[config.mk]
export PLATFORM = sky130hd
export DESIGN_NAME = rs_array
export DESIGN_NICKNAME = d
export VERILOG_FILES = /design/src/rtl/rs_pkg.sv /design/src/rtl/rs_pick.sv /design/src/rtl/rs_entry.sv /design/src/rtl/rs_array.sv
export SDC_FILE = /design/constraint.sdc
export NUM_CORES = 1
export LEC_CHECK = 0
export ABC_AREA = 1
export ABC_CLOCK_PERIOD_IN_PS = 2050
export BUFFER_PORTS_ARGS = -buffer_cell sky130_fd_sc_hd__buf_2
export CAP_MARGIN = 20
export CORE_MARGIN = 5
export CORE_UTILIZATION = 25
export CTS_CLUSTER_DIAMETER = 200
export DETAILED_ROUTE_END_ITERATION = 8
export GPL_ROUTABILITY_DRIVEN = 0
export MAX_ROUTING_LAYER = met4
export SLEW_MARGIN = 10
export SYNTH_ARGS = -nofsm -noshare
export SYNTH_HDL_FRONTEND = slang
export SYNTH_HIERARCHICAL = 1
export SYNTH_SLANG_ARGS = --single-unit
[constraint.sdc]
create_clock -name clk_i -period 2.05 [get_ports clk_i]
set_clock_uncertainty 0.1 [all_clocks]
set_input_delay 0.205 -clock clk_i [delete_from_list [all_inputs] [get_ports clk_i]]
set_output_delay 0.205 -clock clk_i [all_outputs]
set_load 0.05 [all_outputs]
[src/rtl/rs_pkg.sv]
package rs_pkg;
  localparam int TagW = 4;
  typedef logic [TagW-1:0] tag_t;
  localparam tag_t TagReady = '0;
endpackage

[src/rtl/rs_pick.sv]
module rs_pick #(
  parameter int N     = 3,
  localparam int IdxW = (N > 1) ? $clog2(N) : 1
) (
  input  logic [N-1:0]    req_i,
  output logic [N-1:0]    gnt_o,
  output logic [IdxW-1:0] idx_o,
  output logic            any_o
);
  always_comb begin
    gnt_o = '0;
    idx_o = '0;
    for (int i = N - 1; i >= 0; i--) begin
      if (req_i[i]) begin
        gnt_o    = '0;
        gnt_o[i] = 1'b1;
        idx_o    = IdxW'(i);
      end
    end
  end
  assign any_o = |req_i;
endmodule

[src/rtl/rs_entry.sv]
module rs_entry
  import rs_pkg::*;
#(
  parameter int   DATA_W = 16,
  parameter int   OP_W   = 3,
  parameter tag_t MY_TAG = tag_t'(10)
) (
  input  logic              clk_i,
  input  logic              rst_ni,
  input  logic              alloc_i,
  input  logic [OP_W-1:0]   op_i,
  input  tag_t              a_tag_i,
  input  logic [DATA_W-1:0] a_data_i,
  input  tag_t              b_tag_i,
  input  logic [DATA_W-1:0] b_data_i,
  input  logic              bc_valid_i,
  input  tag_t              bc_tag_i,
  input  logic [DATA_W-1:0] bc_data_i,
  input  logic              disp_i,
  output logic              busy_o,
  output logic              ready_o,
  output logic [OP_W-1:0]   op_o,
  output logic [DATA_W-1:0] a_o,
  output logic [DATA_W-1:0] b_o
);
  logic              busy_q, sent_q;
  logic [OP_W-1:0]   op_q;
  tag_t              at_q, bt_q;
  logic [DATA_W-1:0] a_q, b_q;

  // snoop on incoming operands (broadcast wins over issue) and on held ones
  logic a_hit_new, b_hit_new, a_hit_old, b_hit_old, release_hit;
  assign a_hit_new   = bc_valid_i && (a_tag_i != TagReady) && (a_tag_i == bc_tag_i);
  assign b_hit_new   = bc_valid_i && (b_tag_i != TagReady) && (b_tag_i == bc_tag_i);
  assign a_hit_old   = bc_valid_i && (at_q != TagReady) && (at_q == bc_tag_i);
  assign b_hit_old   = bc_valid_i && (bt_q != TagReady) && (bt_q == bc_tag_i);
  assign release_hit = busy_q && sent_q && bc_valid_i && (bc_tag_i == MY_TAG);

  always_ff @(posedge clk_i or negedge rst_ni) begin
    if (!rst_ni) begin
      busy_q <= 1'b0;
      sent_q <= 1'b0;
      op_q   <= '0;
      at_q   <= TagReady;
      bt_q   <= TagReady;
      a_q    <= '0;
      b_q    <= '0;
    end else if (alloc_i) begin
      busy_q <= 1'b1;
      sent_q <= 1'b0;
      op_q   <= op_i;
      at_q   <= a_hit_new ? TagReady : a_tag_i;
      bt_q   <= b_hit_new ? TagReady : b_tag_i;
      a_q    <= a_hit_new ? bc_data_i : a_data_i;
      b_q    <= b_hit_new ? bc_data_i : b_data_i;
    end else if (release_hit) begin
      busy_q <= 1'b0;
      sent_q <= 1'b0;
      at_q   <= TagReady;
      bt_q   <= TagReady;
    end else if (busy_q) begin
      if (disp_i) sent_q <= 1'b1;
      if (a_hit_old) begin
        at_q <= TagReady;
        a_q  <= bc_data_i;
      end
      if (b_hit_old) begin
        bt_q <= TagReady;
        b_q  <= bc_data_i;
      end
    end
  end

  assign busy_o  = busy_q;
  assign ready_o = busy_q && !sent_q && (at_q == TagReady) && (bt_q == TagReady);
  assign op_o    = op_q;
  assign a_o     = a_q;
  assign b_o     = b_q;
endmodule

[src/rtl/rs_array.sv]
module rs_array
  import rs_pkg::*;
#(
  parameter int   DATA_W   = 16,
  parameter int   OP_W     = 3,
  parameter int   NUM_ENT  = 3,
  parameter tag_t BASE_TAG = tag_t'(10)
) (
  input  logic              clk_i,
  input  logic              rst_ni,
  input  logic              issue_valid_i,
  input  logic [OP_W-1:0]   issue_op_i,
  input  logic [3:0]        issue_a_tag_i,
  input  logic [DATA_W-1:0] issue_a_data_i,
  input  logic [3:0]        issue_b_tag_i,
  input  logic [DATA_W-1:0] issue_b_data_i,
  output logic              issue_stall_o,
  output logic [3:0]        issue_tag_o,
  input  logic              bcast_valid_i,
  input  logic [3:0]        bcast_tag_i,
  input  logic [DATA_W-1:0] bcast_data_i,
  output logic              disp_valid_o,
  output logic [OP_W-1:0]   disp_op_o,
  output logic [DATA_W-1:0] disp_a_o,
  output logic [DATA_W-1:0] disp_b_o,
  output logic [3:0]        disp_tag_o
);
  localparam int IdxW = (NUM_ENT > 1) ? $clog2(NUM_ENT) : 1;

  logic [NUM_ENT-1:0] ent_busy, ent_ready, alloc_gnt, alloc_vec, rd_gnt, disp_vec;
  logic [IdxW-1:0]    free_idx, rd_idx;
  logic               free_any, rd_any;
  logic [OP_W-1:0]    ent_op [NUM_ENT];
  logic [DATA_W-1:0]  ent_a  [NUM_ENT];
  logic [DATA_W-1:0]  ent_b  [NUM_ENT];
  logic               exec_q;
  tag_t               exec_tag_q;

  rs_pick #(.N(NUM_ENT)) i_free_pick (
    .req_i(~ent_busy), .gnt_o(alloc_gnt), .idx_o(free_idx), .any_o(free_any)
  );
  rs_pick #(.N(NUM_ENT)) i_ready_pick (
    .req_i(ent_ready), .gnt_o(rd_gnt), .idx_o(rd_idx), .any_o(rd_any)
  );

  assign issue_stall_o = !free_any;
  assign issue_tag_o   = BASE_TAG + tag_t'(free_idx);
  assign alloc_vec     = alloc_gnt & {NUM_ENT{issue_valid_i && free_any}};
  assign disp_valid_o  = rd_any && !exec_q;
  assign disp_vec      = rd_gnt & {NUM_ENT{disp_valid_o}};

  for (genvar g = 0; g < NUM_ENT; g++) begin : g_ent
    rs_entry #(
      .DATA_W(DATA_W), .OP_W(OP_W), .MY_TAG(tag_t'(BASE_TAG + g))
    ) i_entry (
      .clk_i      (clk_i),
      .rst_ni     (rst_ni),
      .alloc_i    (alloc_vec[g]),
      .op_i       (issue_op_i),
      .a_tag_i    (issue_a_tag_i),
      .a_data_i   (issue_a_data_i),
      .b_tag_i    (issue_b_tag_i),
      .b_data_i   (issue_b_data_i),
      .bc_valid_i (bcast_valid_i),
      .bc_tag_i   (bcast_tag_i),
      .bc_data_i  (bcast_data_i),
      .disp_i     (disp_vec[g]),
      .busy_o     (ent_busy[g]),
      .ready_o    (ent_ready[g]),
      .op_o       (ent_op[g]),
      .a_o        (ent_a[g]),
      .b_o        (ent_b[g])
    );
  end

  assign disp_op_o  = ent_op[rd_idx];
  assign disp_a_o   = ent_a[rd_idx];
  assign disp_b_o   = ent_b[rd_idx];
  assign disp_tag_o = BASE_TAG + tag_t'(rd_idx);

  // single operation in flight until its tag is broadcast
  always_ff @(posedge clk_i or negedge rst_ni) begin
    if (!rst_ni) begin
      exec_q     <= 1'b0;
      exec_tag_q <= TagReady;
    end else if (disp_valid_o) begin
      exec_q     <= 1'b1;
      exec_tag_q <= disp_tag_o;
    end else if (exec_q && bcast_valid_i && bcast_tag_i == exec_tag_q) begin
      exec_q <= 1'b0;
    end
  end
endmodule

==> out/qor.txt, run 1 <==
Area of the die - 0.04493 mm2
Gate count after technology mapping - 1496
Critical Path Sink Type - output port
Total of max-cap violations - 0
Wire length reported by the detailed router - 39.74 mm
Arrival time reported for the critical path endpoint - 2.40 ns
Final routed wire length divided by cell count - 17.60 um
Number of I/O pins - 112
Clk pwr share - 13.2%
Final antenna-violating net count - 0
Portion of netlist area occupied by mux cells - 0%
Maximum number of pins on one net before global-route repair - 48
Via count of the first global-routing pass - 9798
Share of the core filled with cells - 34.68%
Port buffer count - 109
Buffer cell driving the clock tree root - sky130_fd_sc_hd__clkbuf_16
Die H - 212.0 um
Proportion of power drawn by flip-flops and latches - 20.7%
Unrepaired setup endpoints after global routing - yes
Number of optimization iterations in the first detailed-route pass - 6
Worst setup path category - flip-flop to output port
Number of clock sinks - 140
Setup violations, final - 40
Die boundary width - 212.0 um
Initial core utilization - 25.15%
Starting DRC count in detailed routing - 932
Core region area - 0.04055 mm2
Outcome - finished, violations left
Adder and majority gate portion of the synthesized area - 0%
Switch Pwr - 12.07 mW
Deepest level of the CTS H-tree - 4
Pwr dens - 1716 mW/mm2
Total GRT Usage - 17.46%
Transition at the pin with the smallest max-transition slack - 0.6188 ns
Synthesized-area fraction occupied by ao, oa, aoi and oai cells - 4.956%
Fraction of layout instances using a drive strength above 1 - 32.91%
Cell Area, Synth - 0.01020 mm2
Clock buffer count from CTS - 17
Total number of vias - 10500
Number of placement rows - 74
Mapped Avg Cell Area - 6.817 um2
Class of the worst hold path - input port to flip-flop
Number of different library cells in the post-synthesis netlist - 30
Average vias per placed instance - 4.648
Maximum clock insertion buffer count - 2
Largest family of logic cells by synthesized area - simple AND/OR/NAND/NOR gates
Max-Slew Margin vs Limit - 58.64%
Hold Fails Final Rpt - 0
Fill count - 4193
Final Max Slew Viols - 0
Clock edge transition at the registers on the reported setup and hold paths - 0.06 ns
Wire length of the first global-routing pass - 58.51 mm
Final global-route overflow total - 0
Time the final worst path needs with I/O delays and setup - 2.704 ns
F_max - 0.3698 GHz
Worst Hold Margin - 0.01861 ns
Sw Ratio - 50.00%
Number of synthesized register bits - 140
Number of antenna violations at the first check in global routing - 8
CTS tree - yes
Synth-to-layout area growth - 37.92%
DRC violations left - 0
HPWL Detailed - 29.51 mm
Final period utilization - 131.9%
Final setup slack of the worst path - -0.6539 ns
Sequential area share after synthesis - 34.35%
Crit Path Max Fanout - 7
Worst voltage drop across the vdd grid - 1489 uV
Xor and xnor area share after synthesis - 0.08588%
Simple-gate portion of the synthesized area - 45.81%
CP required - 1.75 ns
Number of warning messages in the yosys log - 6
Internal power of the cells - 12.07 mW
Critical path launch point type - flip-flop
Violated checks - setup timing
Part of the power in combinational logic - 66.1%
Standby leakage power - 7.385 nW
Number of nets in the finished design - 1774
Insertion delay to the later sink of the worst-skew pair - 0.43 ns
==> kinds of logic (layout without fill, tap and decap cells) <==
family | after synthesis | in the layout
other | 1 | 8
flip-flops | 140 | 140
AND/OR/NAND/NOR | 965 | 967
XOR/XNOR | 1 | 1
buffers and inverters | 305 | 525
AO/OA/AOI/OAI | 84 | 85
==> Yosys cell counts, drive strengths merged <==
cell,number,share of area [%]
clkinv,2,0.074
clkbuf,9,0.33
o21bai,6,1.1
nand2,608,25
nor4,3,0.18
o21a,1,0.074
buf,54,5.4
nor3,2,0.20
xor2,1,0.086
a21oi,3,0.15
dfrtp,140,34
inv,240,9.0
conb,1,0.037
nor2,105,4.7
o21ai,74,3.6
nand3,247,16
==> timing repair <==
| action | 4_1_cts | 5_1_grt |
|---|---|---|
| resized for setup | 102 | 81 |
| setup endpoints to repair | 153 | 160 |
| hold endpoints to repair | 126 | 0 |
| buffers inserted | 5 | 4 |
| pin swaps | 4 | 15 |
| hold buffers | 4 | 0 |
| gates cloned | 1 | 8 |
==> through the flow <==
step / TNS (ns) / cells / area (um2) / power (mW) / worst slack, ns
global route: -27.24 / 2257 / 14060 / 25.47 / -0.7565
CTS: -24.53 / 2240 / 13560 / 23.07 / -0.6847
detailed placement: -15.54 / 2198 / 12550 / 18.31 / -0.3743
floorplan: -6.008 / 1497 / 10690 / 14.46 / -0.1985
global placement: -12.76 / 2198 / 12550 / 18.17 / -0.3623
finish: -22.60 / 2258 / 14070 / 24.14 / -0.6539
==> power groups by stage <==
stage               registers (mW)  logic [mW]  clock network, mW
floorplan                     4.73        9.73                  0
global placement              4.92        13.3                  0
detailed placement            4.92        13.4                  0
CTS                           4.93        14.9               3.24
global route                  5.14        17.0               3.34
finish                        5.00        16.0               3.18
==> critical path: stages (launching register included) <==
cell,delay (ns)
sky130_fd_sc_hd__dfrtp_1,0.39
sky130_fd_sc_hd__nor2_2,0.12
sky130_fd_sc_hd__nand2_2,0.08
sky130_fd_sc_hd__nor4_2,0.20
sky130_fd_sc_hd__buf_4,0.16
sky130_fd_sc_hd__inv_4,0.04
sky130_fd_sc_hd__nor2_4,0.11
sky130_fd_sc_hd__buf_12,0.17
sky130_fd_sc_hd__buf_12,0.14
sky130_fd_sc_hd__o21ai_0,0.14
sky130_fd_sc_hd__o21ai_4,0.22
sky130_fd_sc_hd__buf_6,0.19
==> metal layers <==
layer | wire [um] | up-vias | GRT usage (%)
li1 | - | 5024 | -
met1 | 17350 | 4905 | 23.43
met2 | 18310 | 473 | 27.05
met3 | 2423 | 94 | 1.992
met4 | 1657 | 0 | 6.997
met5 | 0 | - | -
==> layout by cell type (no fill, tap or decap), types with 3 or more instances in the layout <==
master | netlist | routed
sky130_fd_sc_hd__nor2_4 | 4 | 22
sky130_fd_sc_hd__inv_6 | 1 | 5
sky130_fd_sc_hd__dlygate4sd3_1 | 0 | 4
sky130_fd_sc_hd__o21ai_4 | 0 | 40
sky130_fd_sc_hd__buf_2 | 12 | 69
sky130_fd_sc_hd__inv_8 | 1 | 6
sky130_fd_sc_hd__inv_1 | 222 | 219
sky130_fd_sc_hd__o21ai_2 | 0 | 9
sky130_fd_sc_hd__nand2_2 | 35 | 42
sky130_fd_sc_hd__buf_8 | 2 | 13
sky130_fd_sc_hd__inv_2 | 16 | 18
sky130_fd_sc_hd__o21ai_0 | 16 | 8
sky130_fd_sc_hd__nand2_8 | 0 | 5
sky130_fd_sc_hd__o21bai_4 | 6 | 6
sky130_fd_sc_hd__o21ai_1 | 58 | 17
sky130_fd_sc_hd__buf_12 | 8 | 24
sky130_fd_sc_hd__nand2_4 | 18 | 16
sky130_fd_sc_hd__dfrtp_1 | 140 | 140
sky130_fd_sc_hd__buf_6 | 16 | 30
sky130_fd_sc_hd__buf_4 | 16 | 105
sky130_fd_sc_hd__diode_2 | 0 | 6
sky130_fd_sc_hd__nand3_4 | 6 | 6
sky130_fd_sc_hd__nand2_1 | 555 | 547
sky130_fd_sc_hd__nor2_1 | 78 | 40
sky130_fd_sc_hd__nor2_2 | 23 | 43
sky130_fd_sc_hd__clkbuf_16 | 0 | 21
sky130_fd_sc_hd__a21oi_1 | 3 | 3
sky130_fd_sc_hd__nand3_1 | 174 | 172
sky130_fd_sc_hd__nand3_2 | 67 | 69
==> registers in the layout, indices dropped and copies added, names as in the netlist <==
register	flops
g_ent.i_entry/op_o	9
exec_q	1
g_ent.i_entry/bt_q	12
g_ent.i_entry/at_q	12
g_ent.i_entry/sent_q	3
exec_tag_q	4
g_ent.i_entry/busy_o	3
g_ent.i_entry/a_o	48
g_ent.i_entry/b_o	48
==> layout make-up <==
type / count / area, um2 / share of cell area [%]
Clock buffer: 17 / 425.4 / 3.024
Sequential cell: 140 / 3503 / 24.91
Inverter: 242 / 939.7 / 6.680
Clock inverter: 15 / 171.4 / 1.219
Multi-Input combinational cell: 1055 / 6003 / 42.68
Tap cell: 532 / 665.6 / 4.732
Timing Repair Buffer: 251 / 2342 / 16.65
Antenna cell: 6 / 15.01 / 0.1067
==> final timing paths <==
| check | from | to | slack, ns | depth (start not counted) |
|---|---|---|---|---|
| max | g_ent[1].i_entry/bt_q[3] | disp_a_o[8] | -0.65 | 11 |
| min | issue_a_tag_i[1] | g_ent[0].i_entry/at_q[1] | 0.02 | 3 |
| max reg2reg | g_ent[2].i_entry/at_q[3] | g_ent[2].i_entry/sent_q | -0.15 | 12 |
| min reg2reg | g_ent[2].i_entry/op_o[0] | g_ent[2].i_entry/op_o[0] | 0.38 | 2 |
| max in group asynchronous | rst_ni | g_ent[2].i_entry/b_o[7] | 1.01 | 3 |
| min in group asynchronous | rst_ni | g_ent[2].i_entry/at_q[2] | 0.14 | 2 |
Note: power is estimated with default switching activity, not from simulation.
==> run 2: changes to the inputs <==
--- a/config.mk
+++ b/config.mk
@@ -6,9 +6,9 @@
 export NUM_CORES = 1
 export LEC_CHECK = 0
 export ABC_AREA = 1
-export ABC_CLOCK_PERIOD_IN_PS = 2050
+export ABC_CLOCK_PERIOD_IN_PS = 3430
 export BUFFER_PORTS_ARGS = -buffer_cell sky130_fd_sc_hd__buf_2
-export CAP_MARGIN = 20
+export CAP_MARGIN = 10
 export CORE_MARGIN = 5
 export CORE_UTILIZATION = 25
 export CTS_CLUSTER_DIAMETER = 200
==> constraint.sdc (replaced) <==
create_clock -name clk_i -period 3.43 [get_ports clk_i]
set_clock_uncertainty 0.1 [all_clocks]
set_input_delay 0.343 -clock clk_i [delete_from_list [all_inputs] [get_ports clk_i]]
set_output_delay 0.343 -clock clk_i [all_outputs]
set_load 0.05 [all_outputs]
==> out/qor.txt, run 2 (synthesis results as in run 1) <==
Worst Hold Margin - 0.05269 ns
Length of routed wiring on met1 - 16.20 mm
Fraction of layout instances using a drive strength above 1 - 21.32%
Placed cell count - 2086
Transition at the pin with the smallest max-transition slack - 0.7341 ns
Cell count along the critical path - 9
Final setup slack of the worst path - 0.1981 ns
F_max - 0.3094 GHz
Pwr dens - 962.5 mW/mm2
Wire length reported by the detailed router - 37.79 mm
List of cells traversed by the critical path - nor2_1, nand2_1, nor4_1, nand2_2, nor2_4, buf_4, nand3_1, o21ai_1, buf_2
Maximum clock insertion buffer count - 2
Met3 Routed Length - 3.062 mm
Initial core utilization - 25.15%
Wire length on met2 - 17.05 mm
Critical-path top delay cell - sky130_fd_sc_hd__dfrtp_1
Register-to-register setup slack - 0.87 ns
Class of the worst hold path - input port to flip-flop
Buffer cell driving the clock tree root - sky130_fd_sc_hd__clkbuf_16
Sum of negative setup slack - 0 ns
Largest stage delay on the critical path - 0.40 ns
Number of nets in the finished design - 1644
Core region area - 0.04055 mm2
Total number of vias - 10050
Max-Slew Margin vs Limit - 50.93%
Wire length of the first global-routing pass - 57.56 mm
Synth-to-layout area growth - 13.92%
CTS tree - yes
Post-route insts no fill - 2133
Starting DRC count in detailed routing - 838
Via count of the first global-routing pass - 9760
Setup violations, final - 0
DRC violations left - 0
Clock edge transition at the registers on the reported setup and hold paths - 0.06 ns
Worst setup path category - flip-flop to output port
Port buffer count - 109
Number of clock sinks - 140
HPWL Detailed - 26.46 mm
Critical path launch point type - flip-flop
Number of I/O pins - 112
Total of max-cap violations - 0
Commonest non-fill, non-tap cell in the layout - sky130_fd_sc_hd__nand2_1
Highest-count cells in the layout ignoring fill and taps - sky130_fd_sc_hd__nand2_1, sky130_fd_sc_hd__inv_1, sky130_fd_sc_hd__nand3_1
Final period utilization - 94.22%
Average vias per placed instance - 4.710
Share of the core filled with cells - 28.65%
Deepest level of the CTS H-tree - 4
Total GRT Usage - 17.03%
Clock buffer count from CTS - 17
CP bufs+invs - 2
Arrival time reported for the critical path endpoint - 2.79 ns
CP required - 2.99 ns
Number of antenna violations at the first check in global routing - 11
Hold Fails Final Rpt - 0
Standby leakage power - 6.382 nW
Crit Path Max Fanout - 16
Worst voltage drop across the vdd grid - 532.9 uV
Final antenna-violating net count - 0
Worst reg2reg path depth - 9
Die H - 212.0 um
Final global-route overflow total - 0
Maximum number of pins on one net before global-route repair - 71
Outcome - complete, no violations
Time the final worst path needs with I/O delays and setup - 3.232 ns
Worst setup slack after placement - 0.4099 ns
Number of placement rows - 74
Number of optimization iterations in the first detailed-route pass - 5
Area of the die - 0.04493 mm2
Final Max Slew Viols - 0
Worst hold path stage count - 3
Unrepaired setup endpoints after global routing - no
Final routed wire length divided by cell count - 17.71 um
Cell family contributing the most delay on the critical path - simple AND/OR/NAND/NOR gates
Top metal layer carrying routed signals - met4
Critical Path Sink Type - output port
Insertion delay to the later sink of the worst-skew pair - 0.43 ns
Die boundary width - 212.0 um
## run 2: cell count changes in the layout (fill, tap and decap cells not counted), moves of 7 or more
cell,change
sky130_fd_sc_hd__buf_2,+39
sky130_fd_sc_hd__nand2_2,-7
sky130_fd_sc_hd__buf_4,-94
sky130_fd_sc_hd__buf_8,-13
sky130_fd_sc_hd__o21ai_2,-9
sky130_fd_sc_hd__nand2_1,+8
sky130_fd_sc_hd__nor2_2,-21
sky130_fd_sc_hd__o21ai_1,+41
sky130_fd_sc_hd__buf_12,-21
sky130_fd_sc_hd__o21ai_4,-40
sky130_fd_sc_hd__nor2_4,-13
sky130_fd_sc_hd__buf_6,-29
sky130_fd_sc_hd__nor2_1,+34
sky130_fd_sc_hd__o21ai_0,+8
## run 2: final timing paths
kind                                          start                  endpoint
max in group asynchronous                    rst_ni  g_ent[1].i_entry/b_o[11]
hold / removal                        issue_op_i[1]  g_ent[2].i_entry/op_o[1]
setup reg to reg            g_ent[0].i_entry/busy_o   g_ent[0].i_entry/a_o[7]
hold reg to reg            g_ent[1].i_entry/op_o[1]  g_ent[1].i_entry/op_o[1]
setup / recovery           g_ent[2].i_entry/at_q[1]              disp_a_o[13]
min in group asynchronous                    rst_ni  g_ent[1].i_entry/at_q[0]
## run 2: repair_timing
item,4_1_cts,5_1_grt
pin swaps,1,0
gates resized for setup,0,2
hold buffers,1,0
setup endpoints to repair,20,6
buffers inserted,3,0
endpoints found under the hold margin,55,0
## run 2: area by class of cell
| cell class | count | area [um2] |
|---|---|---|
| Fill cell | 4425 | 28940 |
| Multi-Input combinational cell | 1052 | 5235 |
| Sequential cell | 140 | 3503 |
| Inverter | 242 | 923.4 |
| Timing Repair Buffer | 124 | 704.4 |
| Tap cell | 532 | 665.6 |
| Clock buffer | 19 | 452.9 |
| Clock inverter | 13 | 106.4 |
| Antenna cell | 11 | 27.53 |
## run 2: layer usage
metal  vias up  track usage, %
met2       446           26.30
met5         -               -
met4         0           6.975
met1      4783           21.92
li1       4745               -
met3        72           3.423
## run 2: worst min-delay path: stages
cell and delay, ns:
sky130_fd_sc_hd__buf_2 0.10, sky130_fd_sc_hd__nand2_1 0.05, sky130_fd_sc_hd__nand2_1 0.05
## run 2: stage by stage
step,cell area (um2),power (mW)
floorplan,10200,7.745
global placement,10980,9.265
detailed placement,10980,9.338
global route,11620,11.89
finish,11620,11.18
CTS,11580,11.22
## run 2: report_power, final
group	switching (mW)	internal [mW]
logic	4.82	1.59
clock network	0.810	0.977
registers	0.554	2.43
